--- src/rtl/raw_bypass.sv ---
module raw_bypass #(
  parameter int AW = 5,
  parameter int DW = 8
) (
  input  logic          clk,
  input  logic          rst_n,
  input  logic          en,
  input  logic [AW-1:0] rd_addr,
  input  logic          wr_valid,
  input  logic [AW-1:0] wr_addr,
  input  logic [DW-1:0] wr_data,
  output logic [AW-1:0] mem_rd_addr,
  output logic          mem_wr_valid,
  output logic [AW-1:0] mem_wr_addr,
  output logic [DW-1:0] mem_wr_data,
  input  logic [DW-1:0] mem_rd_data,
  output logic [DW-1:0] rd_data
);
  logic          hit_q;
  logic [DW-1:0] fwd_q;
  logic          hit_now;

  assign mem_rd_addr  = rd_addr;
  assign mem_wr_valid = wr_valid;
  assign mem_wr_addr  = wr_addr;
  assign mem_wr_data  = wr_data;

  assign hit_now = wr_valid && (wr_addr == rd_addr);

  always_ff @(posedge clk) begin
    if (!rst_n) begin
      hit_q <= 1'b0;
      fwd_q <= '0;
    end else if (en) begin
      hit_q <= hit_now;
      fwd_q <= wr_data;
    end
  end

  assign rd_data = hit_q ? fwd_q : mem_rd_data;
endmodule


--- config.mk ---
export PLATFORM = sky130hd
export DESIGN_NAME = raw_bypass
export DESIGN_NICKNAME = d
export VERILOG_FILES = /design/src/rtl/raw_bypass.sv
export SDC_FILE = /design/constraint.sdc
export NUM_CORES = 1
export LEC_CHECK = 0
export BUFFER_PORTS_ARGS = -buffer_cell sky130_fd_sc_hd__buf_2
export CORE_MARGIN = 3
export CORE_UTILIZATION = 37
export DETAILED_ROUTE_END_ITERATION = 8
export GPL_ROUTABILITY_DRIVEN = 0
export MAX_ROUTING_LAYER = met4
export PLACE_DENSITY = 0.78
export SYNTH_ARGS = -nofsm -noshare
export SYNTH_HDL_FRONTEND = slang
export SYNTH_SLANG_ARGS = --single-unit
--- constraint.sdc ---
create_clock -name clk -period 1.2 [get_ports clk]
set_clock_uncertainty 0.2 [all_clocks]
set_input_delay 0.24 -clock clk [delete_from_list [all_inputs] [get_ports clk]]
set_output_delay 0.24 -clock clk [all_outputs]
set_load 0.01 [all_outputs]
==> results.py, run 1 <==
metrics = {
    "sta": {
        "finalCriticalPeriod_ns": 1.58,
        "period_share_pct": 132,
        "tightest_slew_ns": 0.269,
        "hold_viol": 0,
        "slew_headroom_pct": 82.1,
        "holdWs_ns": 0.0597,
        "rsz0062_at_grt": "yes",
        "fin_tns_setup_ns": -2.99,
        "finalWorstSetupSlack_ns": -0.379,
        "setup_violations": 8,
        "fmax_mhz": 634,
        "drv_slew": 0,
    },
    "synthesis": {
        "yosys-top-cells-count": "buf_4, dfxtp_1, mux2_4, mux2i_1, nor2b_1",
        "seq_area_frac_synth_pct": 27.2,
        "syn_nets": 93,
        "async_flop_share_pct": 0,
        "syn_area_sq_um": 662,
        "yosysTopAreaCell": "dfxtp_1",
        "syn_inst": 63,
        "ys_dominant_reg_cell": "dfxtp_1",
        "synth.top_cell.area_share_pct": 27.2,
        "ys_warn_count": 0,
        "ys_ff_latch": 9,
        "synthTopCellsByArea": "dfxtp_1, buf_4, mux2_4",
        "synth_cell_types": 10,
        "syn_avg_cell_area_sq_um": 10.5,
        "yosysMostFrequentCell": "buf_4",
        "synth_edf_count": 0,
    },
    "detailed_routing": {
        "vias": 541,
        "totalWireLength_microns": 1450,
        "dr.pass1.iters": 2,
        "drtIter0Drc": 3,
        "wl_per_cell_microns": 11.5,
        "antenna_left": 0,
        "drt-vias-per-instance": 4.29,
        "drc": 0,
    },
    "floorplanning": {
        "die-area_sq_mm": 0.00233,
        "ios": 57,
        "start_util_pct": 41.5,
        "fp.dieH_microns": 48.3,
        "die_w_microns": 48.3,
        "rows": 14,
        "core_area_sq_mm": 0.00159,
    },
    "final_layout": {
        "multi_input_area_sq_um": 317,
        "area_growth_pct": 34.0,
        "num_antenna_cells": 0,
        "drive_above_1_share_pct": 66.7,
        "postLayoutCellArea_sq_um": 887,
        "final_nets": 133,
        "fillers": 156,
        "register_area_sq_um": 184,
    },
    "worst_setup_path": {
        "endpoint_kind": "primary output",
        "arrival_ns": 1.14,
        "cp_max_fo": 9,
        "worstSetupPathType": "register to primary output",
        "worstPathRequired_ns": 0.76,
        "start_kind": "register",
    },
    "global_route": {
        "met3_usage_pct": 3.32,
        "grt_max_degree": 11,
        "grt_pass1_wl_microns": 2050,
        "grtUsageTotal_pct": 13.0,
        "antenna_found_initial": 0,
        "grt_util_met1_pct": 12.9,
        "busiest_layer": "met2",
        "grtUsageMet2_pct": 24.0,
        "grt_pass1_vias": 528,
        "overflow": 0,
    },
    "clock_network": {
        "numCtsBuffers": 3,
        "path_clk_slew_ns": 0.06,
        "tritoncts": "done",
        "htreeDepth": 1,
        "post_cts_resized": 9,
        "clk_latency_ns": 0.25,
        "cts-root-buf": "clkbuf_4",
        "clock-sinks": 9,
        "clk_path_buf_depth": 2,
        "postCtsSetupBuffers": 0,
        "postCtsHoldBufs": 0,
    },
    "job": {
        "drv_cap": 0,
    },
    "run_status": {
        "status": "complete, but fails checks",
        "violations": "negative setup slack",
    },
    "place": {
        "dp_slack_ns": -0.185,
        "dp_hpwl_microns": 1190,
        "io_buffers": 56,
        "placed_area_sq_um": 808,
    },
    "power": {
        "p_leak_nw": 0.457,
        "p_per_area_mw_per_mm2": 874,
        "ir_drop_v": 0.000574,
    },
    "worst_hold_path": {
        "hp-class": "primary input to register",
    },
}
==> critical path, stage by stage (launching register included) <==
cell and delay (ns):
dfxtp_4 0.44, mux2_4 0.32, buf_6 0.12
==> path summary, 6_finish.rpt <==
path / from / to / slack, ns / cells after the start
max: hit_q / rd_data[3] / -0.38 / 2
max reg2reg: hit_q / hit_q / 0.29 / 2
min reg2reg: fwd_q[4] / fwd_q[4] / 0.32 / 2
min: wr_data[7] / fwd_q[7] / 0.06 / 3
==> kinds of logic (layout without fill, tap and decap cells) <==
kind of cell    after synthesis  count (layout)  synth area share [%]
buf+inv                      21              60                  25.0
mux                          16              16                  30.2
simple gates                 11              11                  10.0
flops                         9               9                  27.2
xor+xnor                      5               5                  6.62
compound gates                1               1                 0.946
==> where the power goes <==
| part | switching [mW] | total [mW] | internal, mW |
|---|---|---|---|
| Clock | 0.0983 | 0.226 | 0.128 |
| Combinational | 0.0942 | 0.227 | 0.133 |
| Sequential | 0.00922 | 0.322 | 0.313 |
| Total | 0.202 | 0.776 | 0.574 |
==> metal layers <==
metal	vias up	wire (microns)	share of wire, %
met4	0	19	1.3
met3	2	82	5.6
met2	22	859	59
li1	270	-	-
met5	-	0	0
met1	247	490	34
==> state kept, by name, summed over array words and instances (netlist names) <==
signal	flops
fwd_q	8
hit_q	1
==> stage by stage <==
step / total power, mW / utilization (%) / cells
2_1_floorplan: 0.478 / - / 63
3_3_place_gp: 0.535 / 50.7 / 122
3_5_place_dp: 0.540 / 50.7 / 122
4_1_cts: 0.794 / 55.7 / 126
5_1_grt: 0.840 / 55.7 / 126
6_report: 0.776 / 55.7 / 126
==> layout make-up <==
cell class | instances | area share [%]
timing repair buffer | 56 | 37.2
multi-input combinational | 33 | 35.7
sequential | 9 | 20.7
tap | 24 | 3.39
clock buffer | 4 | 2.96
==> cell usage in the layout (no fill, tap or decap) <==
master,count
mux2_4,8
o22ai_1,1
xnor2_1,5
nand2_1,1
buf_6,8
mux2i_1,8
nor2b_1,8
dfxtp_1,8
buf_2,48
dfxtp_4,1
clkbuf_4,3
nand4_1,2
clkbuf_1,1
(Power assumes the default switching activity.)
==> inputs of run 2 (changes only) <==
Clock period 1.2 ns to 1.8 ns, I/O delays scaled along.
==> run 2 against run 1 <==
  * The flow now finishes without violations
  * Worst hold slack gained 0.12 ns
  * Critical path depth increased by 1
  * Die area is the same
  * Combinational power fell by 39%
  * Final cell count up 1.6%
  * Final area is 4.4% lower
  * Total power decreased by 35%
  * Sequential cell count unchanged
  * First-iteration DRC count is the same
  * Register-to-register slack improved by 0.59 ns
  * Count of clock-buffer cells in the layout unchanged
  * Highest routed layer is now met3
==> results.py, run 2 (synthesis gave the netlist of run 1 again) <==
metrics = {
    "final_layout": {
        "drive_above_1_share_pct": 66.3,
        "fillers": 157,
        "area_growth_pct": 28.2,
        "postLayoutCellArea_sq_um": 848,
        "largest_reg_flops": 8,
        "reg_top3": "fwd_q x8, hit_q x1",
        "layoutNonFillerInstCount": 128,
        "layout_common_cells": "buf_2, dfxtp_1, mux2_4, mux2i_1, nor2b_1",
        "final_nets": 135,
        "largest-register": "fwd_q",
        "num_antenna_cells": 0,
        "final_common_cell": "buf_2",
    },
    "global_route": {
        "overflow": 0,
        "grt_pass1_vias": 453,
        "grtUsageTotal_pct": 10.8,
        "grt_max_degree": 11,
        "grt_pass1_wl_microns": 1690,
        "antenna_found_initial": 0,
    },
    "worst_setup_path": {
        "arrival_ns": 1.17,
        "cpPeakStageDelay_ns": 0.33,
        "crit_path_top_delay_cell": "dfxtp_1",
        "crit_path_start": "hit_q",
        "endpoint_kind": "primary output",
        "cp_max_fo": 5,
        "start_kind": "register",
        "cp_num_buf_inv": 2,
        "worstPathRequired_ns": 1.24,
        "worstSetupPathType": "register to primary output",
        "cpLargestDelayFamily": "flip-flops",
        "ff2ff_setup_slack_ns": 0.88,
        "reg2reg_depth": 3,
        "r2r-start": "hit_q",
        "path_cells": "buf_4 > mux2_4 > buf_2",
        "reg2reg_to": "hit_q",
    },
    "floorplanning": {
        "fp.dieH_microns": 48.3,
        "rows": 14,
        "die_w_microns": 48.3,
        "start_util_pct": 41.5,
        "ios": 57,
        "die-area_sq_mm": 0.00233,
        "core_area_sq_mm": 0.00159,
    },
    "place": {
        "dp.cells": 124,
        "dp_hpwl_microns": 1170,
        "dp_slack_ns": 0.343,
        "io_buffers": 56,
        "placed_area_sq_um": 822,
    },
    "detailed_routing": {
        "vias": 545,
        "dr.pass1.iters": 2,
        "antenna_left": 0,
        "totalWireLength_microns": 1410,
        "drc": 0,
        "wl_per_cell_microns": 11.0,
        "drt-vias-per-instance": 4.26,
        "drtIter0Drc": 3,
    },
    "run_status": {
        "status": "finished, final reports clean",
    },
    "clock_network": {
        "tritoncts": "done",
        "numCtsBuffers": 3,
        "clk_latency_ns": 0.25,
        "postCtsSetupBuffers": 0,
        "post_cts_resized": 0,
        "path_clk_slew_ns": 0.06,
        "clk_path_buf_depth": 2,
        "htreeDepth": 1,
        "cts-root-buf": "clkbuf_4",
        "postCtsHoldBufs": 0,
        "clock-sinks": 9,
    },
    "worst_hold_path": {
        "whs_path_depth": 3,
        "holdCritStartpoint": "wr_data[1]",
        "hp-class": "primary input to register",
        "holdPathEnd": "fwd_q[1]",
    },
    "sta": {
        "holdWs_ns": 0.180,
        "finalCriticalPeriod_ns": 1.73,
        "setup_violations": 0,
        "slew_headroom_pct": 82.1,
        "rsz0062_at_grt": "no",
        "finalWorstSetupSlack_ns": 0.0728,
        "tightest_slew_ns": 0.269,
        "fmax_mhz": 579,
        "hold_viol": 0,
        "drv_slew": 0,
        "period_share_pct": 96.0,
        "fin_tns_setup_ns": 0,
    },
    "power": {
        "clkPwrFrac_pct": 29.8,
        "swShare_pct": 26.1,
        "combPwrFrac_pct": 27.5,
        "p_leak_nw": 0.450,
        "switchingPower_mw": 0.132,
        "p_seq_share_pct": 42.7,
        "p_per_area_mw_per_mm2": 596,
        "ir_drop_v": 0.000238,
        "internal_power_mw": 0.373,
    },
    "job": {
        "drv_cap": 0,
    },
}
## run 2: cell count changes in the layout (fill, tap and decap cells not counted), sizes merged
cell	before	now
buf	56	58
## run 2: worst max path at each step
stage                             to  slack, ns  cells past startpoint
after floorplan           rd_data[0]       0.48                      2
after global placement    rd_data[1]       0.35                      3
after detailed placement  rd_data[5]       0.34                      3
after CTS                 rd_data[5]       0.06                      3
after global routing      rd_data[1]       0.01                      3
final                     rd_data[1]       0.07                      3
## run 2: power groups by stage
| stage | logic, mW | registers, mW | clock network (mW) |
|---|---|---|---|
| floorplan | 0.100 | 0.218 | 0 |
| global placement | 0.138 | 0.219 | 0 |
| detailed placement | 0.140 | 0.220 | 0 |
| CTS | 0.141 | 0.216 | 0.159 |
| global route | 0.152 | 0.217 | 0.168 |
| finish | 0.139 | 0.216 | 0.151 |
## run 2: metrics by stage
stage / utilization, % / power, mW
final: 53.2 / 0.505
after global routing: 53.2 / 0.536
after CTS: 53.2 / 0.515
after detailed placement: 51.6 / 0.360
after global placement: 51.6 / 0.357
after floorplan: - / 0.318
## run 2: final cells by class
cell class / instances / area (sq um) / share of cell area, %
clock buffer: 4 / 26.3 / 3.10
multi-input combinational: 33 / 317 / 37.3
sequential: 9 / 180 / 21.2
tap: 24 / 30.0 / 3.54
timing repair buffer: 58 / 295 / 34.8
## run 2: layer usage
layer  share of wire (%)  routed length [microns]  global-route usage (%)  up-vias
met5                   0                        0                       -        -
met1                  38                      528                    10.2      242
met4                   0                        0                    6.45        0
met2                  55                      767                    20.6       29
met3                 7.8                      109                    1.11        0
li1                    -                        -                       -      274
## run 2: worst min-delay path, cell delays in order
cell and delay [ns]:
buf_2 0.08, mux2i_1 0.06, nor2b_1 0.09
